`src/rtl/disp_cmd_pkg.sv`:
```
package disp_cmd_pkg;
  localparam int NARG_W = 4;

  typedef enum logic [2:0] {
    K_COL    = 3'd0,
    K_ROW    = 3'd1,
    K_REMAP  = 3'd2,
    K_SKIP   = 3'd3,
    K_FILLER = 3'd4,
    K_BAD    = 3'd5
  } op_kind_e;

  typedef struct packed {
    op_kind_e          kind;
    logic [NARG_W-1:0] nargs;
  } op_info_t;
endpackage

```
`src/rtl/disp_op_decode.sv`:
```
module disp_op_decode
  import disp_cmd_pkg::*;
(
  input  logic [7:0] opcode,
  output op_info_t   info
);
  always_comb begin
    info.kind  = K_BAD;
    info.nargs = '0;
    case (opcode)
      8'h15: begin info.kind = K_COL;   info.nargs = NARG_W'(2); end
      8'h75: begin info.kind = K_ROW;   info.nargs = NARG_W'(2); end
      8'hA0: begin info.kind = K_REMAP; info.nargs = NARG_W'(1); end
      8'h81, 8'hA1, 8'hA2, 8'hA8, 8'hAD, 8'hB1, 8'hB2, 8'hB3,
      8'hBC, 8'hBE, 8'hBF: begin
        info.kind = K_SKIP; info.nargs = NARG_W'(1);
      end
      8'h84, 8'h85, 8'h86, 8'hA4, 8'hA5, 8'hA6, 8'hA7,
      8'hAE, 8'hAF, 8'hE3: begin
        info.kind = K_SKIP; info.nargs = '0;
      end
      8'hB8: begin info.kind = K_SKIP;   info.nargs = NARG_W'(8); end
      8'hFF: begin info.kind = K_FILLER; info.nargs = '0; end
      default: begin info.kind = K_BAD;  info.nargs = '0; end
    endcase
  end
endmodule

```
`src/rtl/disp_arg_buf.sv`:
```
module disp_arg_buf #(
  parameter int DEPTH  = 8,
  parameter int DATA_W = 8,
  localparam int IDX_W = $clog2(DEPTH)
) (
  input  logic              clk,
  input  logic              rst_n,
  input  logic              wr_en,
  input  logic [IDX_W-1:0]  wr_idx,
  input  logic [DATA_W-1:0] wr_data,
  input  logic [IDX_W-1:0]  rd_idx,
  output logic [DATA_W-1:0] rd_data
);
  logic [DEPTH-1:0][DATA_W-1:0] slot_q;

  for (genvar i = 0; i < DEPTH; i++) begin : g_slot
    logic slot_en;
    assign slot_en = wr_en && (wr_idx == IDX_W'(i));
    always_ff @(posedge clk or negedge rst_n) begin
      if (!rst_n)       slot_q[i] <= '0;
      else if (slot_en) slot_q[i] <= wr_data;
    end
  end

  assign rd_data = slot_q[rd_idx];
endmodule

```
`src/rtl/disp_cmd_seq.sv`:
```
module disp_cmd_seq
  import disp_cmd_pkg::*;
#(
  parameter int ARG_DEPTH = 8,
  parameter int COL_COUNT = 64,
  parameter int ROW_COUNT = 80,
  localparam int IDX_W = $clog2(ARG_DEPTH),
  localparam int COL_W = $clog2(COL_COUNT),
  localparam int ROW_W = $clog2(ROW_COUNT)
) (
  input  logic             clk,
  input  logic             rst_n,
  input  logic             cmd_valid,
  input  logic [7:0]       cmd_byte,
  input  op_info_t         info,
  input  logic [7:0]       prev_arg,
  output logic             wr_en,
  output logic [IDX_W-1:0] wr_idx,
  output logic [IDX_W-1:0] rd_idx,
  output logic             col_load,
  output logic [COL_W-1:0] col_first,
  output logic [COL_W-1:0] col_last,
  output logic             row_load,
  output logic [ROW_W-1:0] row_first,
  output logic [ROW_W-1:0] row_last,
  output logic [7:0]       remap,
  output logic             bad_cmd
);
  function automatic logic [COL_W-1:0] col_wrap(input logic [7:0] v);
    int t;
    t = int'(v) % COL_COUNT;
    return t[COL_W-1:0];
  endfunction

  function automatic logic [ROW_W-1:0] row_wrap(input logic [7:0] v);
    int t;
    t = int'(v) % ROW_COUNT;
    return t[ROW_W-1:0];
  endfunction

  logic [NARG_W-1:0] cnt_q, cnt_d;
  op_info_t          op_q, op_d;
  logic              fire_col, fire_row, fire_remap, fire_bad;
  logic [NARG_W-1:0] wr_pos, rd_pos;

  assign wr_pos = cnt_q - NARG_W'(1);
  assign rd_pos = cnt_q - NARG_W'(2);
  assign wr_idx = wr_pos[IDX_W-1:0];
  assign rd_idx = rd_pos[IDX_W-1:0];

  // next-state
  always_comb begin
    cnt_d      = cnt_q;
    op_d       = op_q;
    wr_en      = 1'b0;
    fire_col   = 1'b0;
    fire_row   = 1'b0;
    fire_remap = 1'b0;
    fire_bad   = 1'b0;
    if (cmd_valid) begin
      if (cnt_q == '0) begin
        case (info.kind)
          K_BAD:    fire_bad = 1'b1;
          K_FILLER: ;
          default: begin
            if (info.nargs != '0) begin
              op_d  = info;
              cnt_d = NARG_W'(1);
            end
          end
        endcase
      end else begin
        wr_en = 1'b1;
        if (cnt_q == op_q.nargs) begin
          cnt_d = '0;
          case (op_q.kind)
            K_COL:   fire_col   = 1'b1;
            K_ROW:   fire_row   = 1'b1;
            K_REMAP: fire_remap = 1'b1;
            default: ;
          endcase
        end else begin
          cnt_d = cnt_q + NARG_W'(1);
        end
      end
    end
  end

  // state registers
  always_ff @(posedge clk or negedge rst_n) begin
    if (!rst_n) begin
      cnt_q      <= '0;
      op_q.kind  <= K_SKIP;
      op_q.nargs <= '0;
    end else if (cmd_valid) begin
      cnt_q <= cnt_d;
      op_q  <= op_d;
    end
  end

  // output registers
  always_ff @(posedge clk or negedge rst_n) begin
    if (!rst_n) begin
      col_load  <= 1'b0;
      row_load  <= 1'b0;
      bad_cmd   <= 1'b0;
      col_first <= '0;
      col_last  <= COL_W'(COL_COUNT - 1);
      row_first <= '0;
      row_last  <= ROW_W'(ROW_COUNT - 1);
      remap     <= '0;
    end else begin
      col_load <= fire_col;
      row_load <= fire_row;
      bad_cmd  <= fire_bad;
      if (fire_col) begin
        col_first <= col_wrap(prev_arg);
        col_last  <= col_wrap(cmd_byte);
      end
      if (fire_row) begin
        row_first <= row_wrap(prev_arg);
        row_last  <= row_wrap(cmd_byte);
      end
      if (fire_remap) remap <= cmd_byte;
    end
  end
endmodule

```
`src/rtl/disp_cmd_parser.sv`:
```
module disp_cmd_parser
  import disp_cmd_pkg::*;
#(
  parameter int ARG_DEPTH = 8,
  parameter int COL_COUNT = 64,
  parameter int ROW_COUNT = 80,
  localparam int IDX_W = $clog2(ARG_DEPTH),
  localparam int COL_W = $clog2(COL_COUNT),
  localparam int ROW_W = $clog2(ROW_COUNT)
) (
  input  logic             clk,
  input  logic             rst_n,
  input  logic             in_valid,
  input  logic             in_sel,
  input  logic [7:0]       in_byte,
  output logic             pix_valid,
  output logic [7:0]       pix_byte,
  output logic             col_load,
  output logic [COL_W-1:0] col_first,
  output logic [COL_W-1:0] col_last,
  output logic             row_load,
  output logic [ROW_W-1:0] row_first,
  output logic [ROW_W-1:0] row_last,
  output logic [7:0]       remap,
  output logic             bad_cmd
);
  // reset: asynchronous assertion, synchronous release
  logic [1:0] rst_sync_q;
  logic       rst_int_n;
  always_ff @(posedge clk or negedge rst_n) begin
    if (!rst_n) rst_sync_q <= 2'b00;
    else        rst_sync_q <= {rst_sync_q[0], 1'b1};
  end
  assign rst_int_n = rst_sync_q[1];

  logic cmd_valid, dat_valid;
  assign cmd_valid = in_valid && !in_sel;
  assign dat_valid = in_valid &&  in_sel;

  // pixel bypass
  always_ff @(posedge clk or negedge rst_int_n) begin
    if (!rst_int_n) pix_valid <= 1'b0;
    else            pix_valid <= dat_valid;
  end
  always_ff @(posedge clk or negedge rst_int_n) begin
    if (!rst_int_n)     pix_byte <= '0;
    else if (dat_valid) pix_byte <= in_byte;
  end

  op_info_t         info;
  logic             wr_en;
  logic [IDX_W-1:0] wr_idx, rd_idx;
  logic [7:0]       prev_arg;

  disp_op_decode u_dec (
    .opcode (in_byte),
    .info   (info)
  );

  disp_arg_buf #(.DEPTH(ARG_DEPTH), .DATA_W(8)) u_args (
    .clk     (clk),
    .rst_n   (rst_int_n),
    .wr_en   (wr_en),
    .wr_idx  (wr_idx),
    .wr_data (in_byte),
    .rd_idx  (rd_idx),
    .rd_data (prev_arg)
  );

  disp_cmd_seq #(
    .ARG_DEPTH (ARG_DEPTH),
    .COL_COUNT (COL_COUNT),
    .ROW_COUNT (ROW_COUNT)
  ) u_seq (
    .clk       (clk),
    .rst_n     (rst_int_n),
    .cmd_valid (cmd_valid),
    .cmd_byte  (in_byte),
    .info      (info),
    .prev_arg  (prev_arg),
    .wr_en     (wr_en),
    .wr_idx    (wr_idx),
    .rd_idx    (rd_idx),
    .col_load  (col_load),
    .col_first (col_first),
    .col_last  (col_last),
    .row_load  (row_load),
    .row_first (row_first),
    .row_last  (row_last),
    .remap     (remap),
    .bad_cmd   (bad_cmd)
  );
endmodule

```
`config.mk`:
```
export PLATFORM = sky130hd
export DESIGN_NAME = disp_cmd_parser
export DESIGN_NICKNAME = d
export VERILOG_FILES = /design/src/rtl/disp_cmd_pkg.sv /design/src/rtl/disp_op_decode.sv /design/src/rtl/disp_arg_buf.sv /design/src/rtl/disp_cmd_seq.sv /design/src/rtl/disp_cmd_parser.sv
export SDC_FILE = /design/constraint.sdc
export NUM_CORES = 1
export LEC_CHECK = 0
export ABC_AREA = 1
export BUFFER_PORTS_ARGS = -buffer_cell sky130_fd_sc_hd__buf_2
export CORE_MARGIN = 4
export CORE_UTILIZATION = 60
export CTS_BUF_LIST = sky130_fd_sc_hd__clkbuf_2
export CTS_CLUSTER_SIZE = 28
export DETAILED_ROUTE_END_ITERATION = 16
export GPL_TIMING_DRIVEN = 0
export HOLD_SLACK_MARGIN = 0.02
export PLACE_DENSITY = 0.81
export SLEW_MARGIN = 15
export SYNTH_ARGS = -nofsm -noshare
export SYNTH_HDL_FRONTEND = slang
export SYNTH_SLANG_ARGS = --single-unit
```
`constraint.sdc`:
```
create_clock -name clk -period 9.08 [get_ports clk]
set_clock_uncertainty 0.15 [all_clocks]
set_input_delay 1.816 -clock clk [delete_from_list [all_inputs] [get_ports clk]]
set_output_delay 1.816 -clock clk [all_outputs]
set_load 0.01 [all_outputs]
```
# ---- Word level (Yosys, flattened, before mapping)
# Index checks and enable logic that the tools add are counted.
dict set report totals {
  ff_bits 123
  wordCells 113
  output_inout_bits 46
}
dict set report op_classes {
  reduce_logical 20
  div 2
  addsub 3
  n_bitwise 1
  muxes 24
  n_eq_ne 40
  magnitude_cmp 1
}
# operator count
set op_table {}
lappend op_table {{$eq A8 B8 Y1 const B} 24}
lappend op_table {{$mod A9 B8 Y32 const B} 2}
lappend op_table {{$pmux W7 S7} 1}
lappend op_table {{$bmux W8 S3} 1}
lappend op_table {{$eq A3 B3 Y1 const B} 6}
lappend op_table {{$mux W1} 17}
lappend op_table {{$mux W4} 4}
lappend op_table {{$reduce_or A11 Y1} 1}
lappend op_table {{$logic_and A1 B1 Y1} 10}
lappend op_table {{$reduce_or A10 Y1} 1}
lappend op_table {{$eq A3 B2 Y1 const B} 3}
lappend op_table {{$eq A8 B5 Y1 const B} 1}
lappend op_table {{$eq A8 B7 Y1 const B} 1}
lappend op_table {{$mux W8} 1}
lappend op_table {{$eq A3 B1 Y1 const B} 2}
lappend op_table {{$logic_not A3 Y1} 2}
lappend op_table {{$add A4 B1 Y4 const B} 1}
lappend op_table {{$eq A4 B4 Y1} 1}
lappend op_table {{$logic_not A4 Y1} 1}
lappend op_table {{$lt A3 B4 Y1 const B} 1}
lappend op_table {{$ne A2 B2 Y1 const B} 2}
lappend op_table {{$reduce_and A4 Y1} 1}
lappend op_table {{$reduce_bool A4 Y1} 1}
lappend op_table {{$reduce_and A3 Y1} 1}
lappend op_table {{5 further kinds} 5}

# ---- Depth between registers and ports, before layout
# Gate-level depths: netlist of run 1.
dict set report logic_depth {
  depth_word 7
  ltp_mapped 20
  ltp_nobuf 18
}

# ---- Modules after synthesis
# Synthesis of run 1 repeated with hierarchy kept, for this count alone.
dict set report unflattened {
  cells_unflattened 870
  area_unflattened_um2 6483.7
}
# module instances cells_each seq_area_each_um2 area_each_um2
set modules_own_cells {}
lappend modules_own_cells {disp_arg_buf 1 439 1601.5 3189.3}
lappend modules_own_cells {disp_cmd_seq 1 309 1217.4 2513.7}
lappend modules_own_cells {disp_cmd_parser 1 42 275.3 432.9}
lappend modules_own_cells {disp_op_decode 1 80 0.0 347.8}

# ---- Worst setup path before layout of run 1
# Ideal clock, no wire load.
dict set report synth_path {
  path_kind {input to register}
  start {in in_byte[6]}
  end {reg u_seq.row_last[5]}
  arrival_time_ns 3.105
  path_stages 13
  path_slack_ns 5.709
  setup_ns 0.117
  t_required_ns 8.813
  n_path_buf 1
  path_cell_list {inv_2 clkbuf_1 ha_1 nor2_1 inv_1 ha_1 nor2_1 nand2_1 nand2_1 nor2_1 xnor2_1 nand2_1 nand2_1}
}
dict set report synth_between {
  elab_chain_len 1
}
# item line_no
set synth_rtl {}
lappend synth_rtl {{start: declaration} disp_cmd_parser.sv:15} ;# input logic [7:0] in_byte,
lappend synth_rtl {{$mod A9 B8 Y32} disp_cmd_seq.sv:37} ;# t = int'(v) % ROW_COUNT;
lappend synth_rtl {{end signal: assignment} disp_cmd_seq.sv:110} ;# row_last <= ROW_W'(ROW_COUNT - 1);
lappend synth_rtl {{end signal: assignment} disp_cmd_seq.sv:122} ;# row_last <= row_wrap(cmd_byte);
lappend synth_rtl {{end: declaration} disp_cmd_seq.sv:25} ;# output logic [ROW_W-1:0] row_last,
# Every way passes these cells.
# A chain may end at the register's enable or synchronous reset.

# ---- Worst setup path in the final report of run 1
# Same ends and word-level chain as after synthesis.

==> results of run 1 <==
[area by class of cell]
type                       count  area share
buffer                        31     0.02405
clock buffer                  17     0.01268
clock inverter                15     0.02834
inverter                      74     0.04213
multi-input combinational    495      0.3635
sequential                   122      0.4579
tap                          133     0.02479
timing repair buffer          58     0.04661
[cell usage after synthesis (2+ instances only)]
master    count
a21oi_1       7
buf_2         6
buf_4         2
buf_6         4
clkbuf_1     19
clkinv_1      2
dfrtp_1     109
dfstp_2      13
ha_1         10
inv_1        56
inv_2        14
inv_4         2
mux2i_1       8
nand2_1     203
nand2_2       8
nand3_1      35
nand3_2       2
nand4_1       2
nor2_1       57
nor2_2        3
nor3_1        7
nor3_4        2
o21ai_0      94
o21ai_1      26
o21ai_2       5
o221ai_1      2
o22ai_1       7
xnor2_1       3
xor2_1        4
[routing by layer]
metal,global-route usage,vias up
met5,0,-
met4,0.07214,0
met3,0.07558,27
met2,0.4210,206
met1,0.3692,2356
li1,-,2484
[kinds of logic after synthesis]
| kind of cell | count (synthesis) | synth area share |
|---|---|---|
| and+or+nand+nor | 325 | 0.2358 |
| xor gates and xnor gates | 7 | 0.01030 |
| muxes | 8 | 0.01345 |
| buffers and inverters | 105 | 0.07461 |
| AOI/OAI and AO/OA | 144 | 0.1286 |
| DFF | 122 | 0.5156 |
| other | 1 | 0.0006299 |
| adders and majority gates | 10 | 0.02102 |
[state kept, by name, summed over array words and instances (netlist names), 2 cells and up]
register,cells
u_seq.col_last,6
u_seq.row_first,7
u_seq.cnt_q,4
pix_byte,8
u_args.slot_q,64
u_seq.row_last,7
rst_sync_q,2
u_seq.op_q,6
u_seq.remap,8
u_seq.col_first,6
[how the worst min path moves through the flow]
stage / to / slack (ps) / cells past startpoint
3_5_place_dp: rst_sync_q[1] / 200 / 0
3_3_place_gp: rst_sync_q[1] / 190 / 0
5_1_grt: rst_sync_q[1] / 250 / 0
2_1_floorplan: rst_sync_q[1] / 180 / 0
6_report: rst_sync_q[1] / 240 / 0
4_1_cts: rst_sync_q[1] / 240 / 0
[metrics by stage]
stage          cell area (um2)  power, uW
6_report                  6711       2258
4_1_cts                   6711       2254
2_1_floorplan             5953       1584
3_5_place_dp              6436       1863
3_3_place_gp              6405       1820
5_1_grt                   6711       2454
[power breakdown]
group / internal, uW / switching, uW
Combinational: 350 / 642
Sequential: 753 / 123
Clock: 159 / 230
==> summary.md, run 1 <==
| Metric | Value |
|---|---|
| Least-Margin Pin Slew | `800.0 ps` |
| CP Capture Type | `flip-flop` |
| Critical path buffers and inverters | `4` |
| Placed Cells | `913` |
| Post-route setup slack | `5698 ps` |
| Syn nets | `744` |
| Initial Utilization | `0.6119` |
| Routed WL per cell | `15.15 um` |
| Crit path to | `u_seq.row_last[5]` |
| # diodes | `0` |
| Worst EP required | `9590 ps` |
| Final worst-path cycle share | `0.3725` |
| ANT nets after route | `0` |
| Final setup viols | `0` |
| Reg2Reg Depth | `12` |
| Drt first pass iters | `8` |
| Max cap viols | `0` |
| Vias | `5073` |
| Vias in the first global route | `4973` |
| Multi-input logic area | `2440 um2` |
| First-pass GRT wire length | `24.10 mm` |
| Gpl congestion | `0.9162` |
| Rel. slew slack | `0.4667` |
| Die Height | `107.6 um` |
| Post-synth ARST share | `1.000` |
| CTS tree | `yes` |
| Worst path depth | `14` |
| Synth Register Bits | `122` |
| Status | `finished, final reports clean` |
| Unrepaired setup endpoints after global routing | `no` |
| Fin. Hold Viols | `0` |
| Tot GR Track Use | `0.2683` |
| YS warnings | `0` |
| Syn Std Cell Area | `5953 um2` |
| Most common cell after layout, fill and taps aside | `nand2_1` |
| Reg2reg start | `u_seq.cnt_q[1]` |
| Reg area | `3073 um2` |
| Wirelength, routed | `14.31 mm` |
| Total core area | `9729 um2` |
| Vias per inst | `5.368` |
| Most frequent cells in the layout | `nand2_1 (203), dfrtp_1 (108), o21ai_0 (94)` |
| DR WL met3 | `1.093 mm` |
| IO Pins | `58` |
| Clk root buf | `clkbuf_2` |
| CP max-delay cell | `clkbuf_1` |
| H-tree level count | `4` |
| Max Root-Sink Buffers | `2` |
| Worst-path fanout max | `10` |
| Lkg Pwr | `0.003584 uW` |
| Yosys top cell by area | `dfrtp_1` |
| EDFF count, synth | `0` |
| Worst-path clk slew | `200 ps` |
| Largest cells by area after synthesis | `dfrtp_1 (46%), nand2_1 (13%), o21ai_0 (7.9%)` |
| Post-layout min period | `3382 ps` |
| Layout area overhead | `12.74%` |
| Rows | `36` |
| Final core utilization | `0.6898` |
| Drt first-iter violations | `421` |
| Delay-heaviest family, CP | `buffers and inverters` |
| Sequential fraction of the synthesis area | `0.5156` |
| DRC | `0` |
| Post-cts gate resize count | `0` |
| Power Dens Cells | `336.4 nW/um2` |
| Largest net degree at the start of global routing | `62` |
| Reg2Reg Setup Slack | `6040 ps` |
| Final Slew Violations | `0` |
| Cell mode on critical path | `nand2_1` |
| Hold Buf Count CTS | `0` |
| Launch point of the critical path | `in_byte[6]` |
| Post-DP HPWL | `10.54 mm` |
| Critical Path, Cell by Cell | `buf_2, inv_2, clkbuf_1, ha_1, nor2_1, inv_1, ha_1, nor2_1, nand2_1, nand2_1, nor2_1, xnor2_1, nand2_1, nand2_1` |
| FILL cells | `832` |
| Setup TNS | `0 ps` |
| Postcts setup bufs | `0` |
| Final Instance Count excl. Fillers | `945` |
| Synth unique cells | `39` |
| Peak supply drop | `128.6 uV` |
| CP peak stage delay | `390 ps` |
| Share of post-route cells with drive strength above 1 | `0.1958` |
| FF-to-FF End | `u_args.slot_q[43]` |
| Worst hold start | `rst_sync_q[0]` |
| Top Metal Used | `met4` |
| Clock Sinks | `122` |
| Top FF cell, synth | `dfrtp_1` |
| Total CTS buffers | `17` |
| Crit Path Class | `in2reg` |
| GR Overflow Total | `0` |
| Wire length on met2 | `6.648 mm` |
| Worst hold-check path type | `reg2reg` |
| Later-pin clock latency in the skew report | `700 ps` |
| Met1 Wirelength | `6.370 mm` |
| Critical Path AT | `3890 ps` |
| FMAX | `0.2957 GHz` |
| Fin nets | `821` |
| CP Launch Type | `input pin` |
| Port Buffers | `57` |
| Average instance area after synthesis | `8.245 um2` |
| Placement Setup Slack | `5017 ps` |
| Min Hold Slack | `238.8 ps` |
| Die Footprint | `11580 um2` |
| Syn Inst Count | `722` |
| Initial antenna violation count | `0` |
| Die Wd | `107.6 um` |
| Yosys top cell area share | `0.4582` |
(Power assumes the default switching activity.)
==> run 2, diff against run 1 <==
Settings changed: ABC_AREA 1 to 0.
Clock period 9.08 ns to 3.35 ns, I/O delays scaled along.
==> summary.md, run 2 <==
| Metric | Value |
|---|---|
| Crit Path Class | `reg2reg` |
| Max cap viols | `0` |
| Post-synth ARST share | `1.000` |
| Multi-input logic area | `2500 um2` |
| Syn Std Cell Area | `5712 um2` |
| Post-layout min period | `3231 ps` |
| EDFF count, synth | `0` |
| CP Capture Type | `flip-flop` |
| Gpl congestion | `0.8981` |
| Combinational power share | `0.419` |
| Met1 Wirelength | `5.415 mm` |
| CP Launch Type | `flip-flop` |
| Later-pin clock latency in the skew report | `660 ps` |
| Status | `finished, final reports clean` |
| Pint | `3348 uW` |
| Most frequent cells in the layout | `dfrtp_1 (106), nand2_1 (66), mux2_2 (62)` |
| DRC | `0` |
| Fin. Hold Viols | `0` |
| Peak supply drop | `489.9 uV` |
| FF-to-FF End | `u_seq.row_first[6]` |
| Worst-path fanout max | `10` |
| DR WL met3 | `620 um` |
| Syn Inst Count | `480` |
| Critical Path AT | `3630 ps` |
| Worst EP required | `3750 ps` |
| Clk root buf | `clkbuf_2` |
| Syn nets | `502` |
| Routed WL per cell | `17.70 um` |
| YS warnings | `0` |
| Vias | `4034` |
| Initial antenna violation count | `0` |
| Die Footprint | `11150 um2` |
| H-tree level count | `4` |
| Wire length on met2 | `6.176 mm` |
| IO Pins | `58` |
| Max FFs per register | `64` |
| Synth Register Bits | `122` |
| Lkg Pwr | `0.003054 uW` |
| Average instance area after synthesis | `11.90 um2` |
| Sequential fraction of the synthesis area | `0.5373` |
| Overall power | `5392 uW` |
| Fin nets | `578` |
| Drt first-iter violations | `270` |
| Final Instance Count excl. Fillers | `698` |
| Least-Margin Pin Slew | `773.2 ps` |
| Clock power share | `0.165` |
| FMAX | `0.3095 GHz` |
| Top cells by count, synth | `dfrtp_1 (109), nand2_1 (66), mux2_2 (62)` |
| Port Buffers | `54` |
| Reg2Reg Setup Slack | `120 ps` |
| Post-DP HPWL | `8.626 mm` |
| Final Slew Violations | `0` |
| Total CTS buffers | `17` |
| Max Root-Sink Buffers | `2` |
| Rel. slew slack | `0.4846` |
| Vias in the first global route | `4151` |
| Clock Sinks | `122` |
| Synth unique cells | `56` |
| Layout area overhead | `13.36%` |
| Vias per inst | `5.779` |
| Post-route setup slack | `119.0 ps` |
| Reg2Reg Depth | `12` |
| Worst-path clk slew | `210 ps` |
| ANT nets after route | `0` |
| Power Dens Cells | `832.7 nW/um2` |
| Top FF cell, synth | `dfrtp_1` |
| Placed Cells | `664` |
| Placement Setup Slack | `-393.8 ps` |
| Reg2reg start | `u_seq.cnt_q[2]` |
| # diodes | `0` |
| Largest regs | `u_args.slot_q: 64 flops, pix_byte: 8 flops, u_seq.remap: 8 flops` |
| Rows | `35` |
| Final worst-path cycle share | `0.9645` |
| Yosys top cell by area | `dfrtp_1` |
| Die Height | `105.6 um` |
| Reg power frac | `0.416` |
| Total core area | `9240 um2` |
| Worst hold-check path type | `in2async` |
| Most common cell after layout, fill and taps aside | `dfrtp_1` |
| Top reg by flops | `u_args.slot_q` |
| Share of post-route cells with drive strength above 1 | `0.3392` |
| Yosys top cell area share | `0.4775` |
| CTS tree | `yes` |
| Final setup viols | `0` |
| Tot GR Track Use | `0.2387` |
| P_sw | `2043 uW` |
| Drt first pass iters | `7` |
| Largest net degree at the start of global routing | `62` |
| Die Wd | `105.6 um` |
| Largest cells by area after synthesis | `dfrtp_1 (48%), mux2_2 (12%), dfstp_2 (6.0%)` |
| GR Overflow Total | `0` |
| Top Metal Used | `met4` |
| Initial Utilization | `0.6181` |
| FILL cells | `673` |
| First-pass GRT wire length | `20.73 mm` |
| Most numerous cell in the Yosys netlist | `dfrtp_1` |
| Reg area | `3075 um2` |
| Sw Share | `0.3790` |
| Wirelength, routed | `12.36 mm` |
==> run 2: cell types whose count changed after synthesis, moves of 7 or more <==
cell	change
inv_2	-12
clkbuf_1	+8
nand2_1	-137
mux2_2	+62
mux4_2	+9
inv_1	-46
mux4_1	+7
o21ai_0	-48
nand2_2	-8
nor2_1	-40
nand3_1	-29
o21ai_1	-26
==> run 2: metrics by stage <==
stage                       util  TNS [ps]  instance area (um2)  hold slack [ps]
after global placement    0.6650    -691.8                 6145            193.0
final                     0.7007         0                 6475            131.8
after detailed placement  0.6682     -1216                 6175            195.8
after floorplan                -         0                 5713            181.1
after CTS                 0.6960         0                 6431            81.09
after global routing      0.7007    -29.14                 6475            66.40
==> run 2: cell families after synthesis <==
family,count (synthesis),share of synthesized area
fa+ha+maj,10,0.02191
compound gates,85,0.09157
flops,122,0.5374
simple gates,123,0.09858
xor+xnor,8,0.01227
buf+inv,45,0.03155
mux,86,0.2061
other cells,1,0.0006565
==> run 2: metal layers <==
| layer | vias up | track usage |
|---|---|---|
| met5 | - | 0 |
| met4 | 0 | 0.07123 |
| met3 | 19 | 0.06614 |
| met2 | 121 | 0.3825 |
| met1 | 2019 | 0.3215 |
| li1 | 1875 | - |
==> run 2: worst max-delay path by stage <==
stage                               from                 end
after floorplan           u_seq.cnt_q[1]  u_seq.row_first[6]
after global placement    u_seq.cnt_q[1]  u_seq.row_first[6]
after detailed placement  u_seq.cnt_q[1]  u_seq.row_first[6]
after CTS                 u_seq.cnt_q[1]   u_args.slot_q[57]
after global routing      u_seq.cnt_q[1]   u_args.slot_q[57]
final                     u_seq.cnt_q[2]  u_seq.row_first[6]
==> run 2: power groups by stage <==
stage               registers, uW  logic [uW]  clock network, uW
floorplan                    2250        1540                  0
global placement             2240        2000                  0
detailed placement           2270        2090                  0
CTS                          2240        2160                910
global route                 2310        2470                987
finish                       2240        2260                891
==> run 2: timing repair <==
item / 4_1_cts / 5_1_grt
resized for setup: 7 / 5
pin swaps: 0 / 0
hold endpoints to repair: 2 / 0
setup buffers: 0 / 2
hold buffers: 1 / 0
setup endpoints to repair: 12 / 65
==> run 2: critical path, cell delays in order, from the launching register on <==
cell and delay (ps):
dfrtp_2 510, ha_4 320, buf_6 180, mux4_1 330, mux2i_2 260, buf_4 220
nand2_1 70, ha_1 330, nor2b_4 190, nand2b_1 90, a32o_1 240, a31oi_1 140
o21ai_0 90
==> run 2: cell type report <==
cell class	count	share of cell area
clock inverters	14	0.02164
flip-flops and latches	122	0.4750
repair buffers	58	0.04986
multi-input cells	313	0.3861
clock buffers	18	0.01391
well taps	129	0.02493
inverters	12	0.006957
plain buffers	32	0.02164
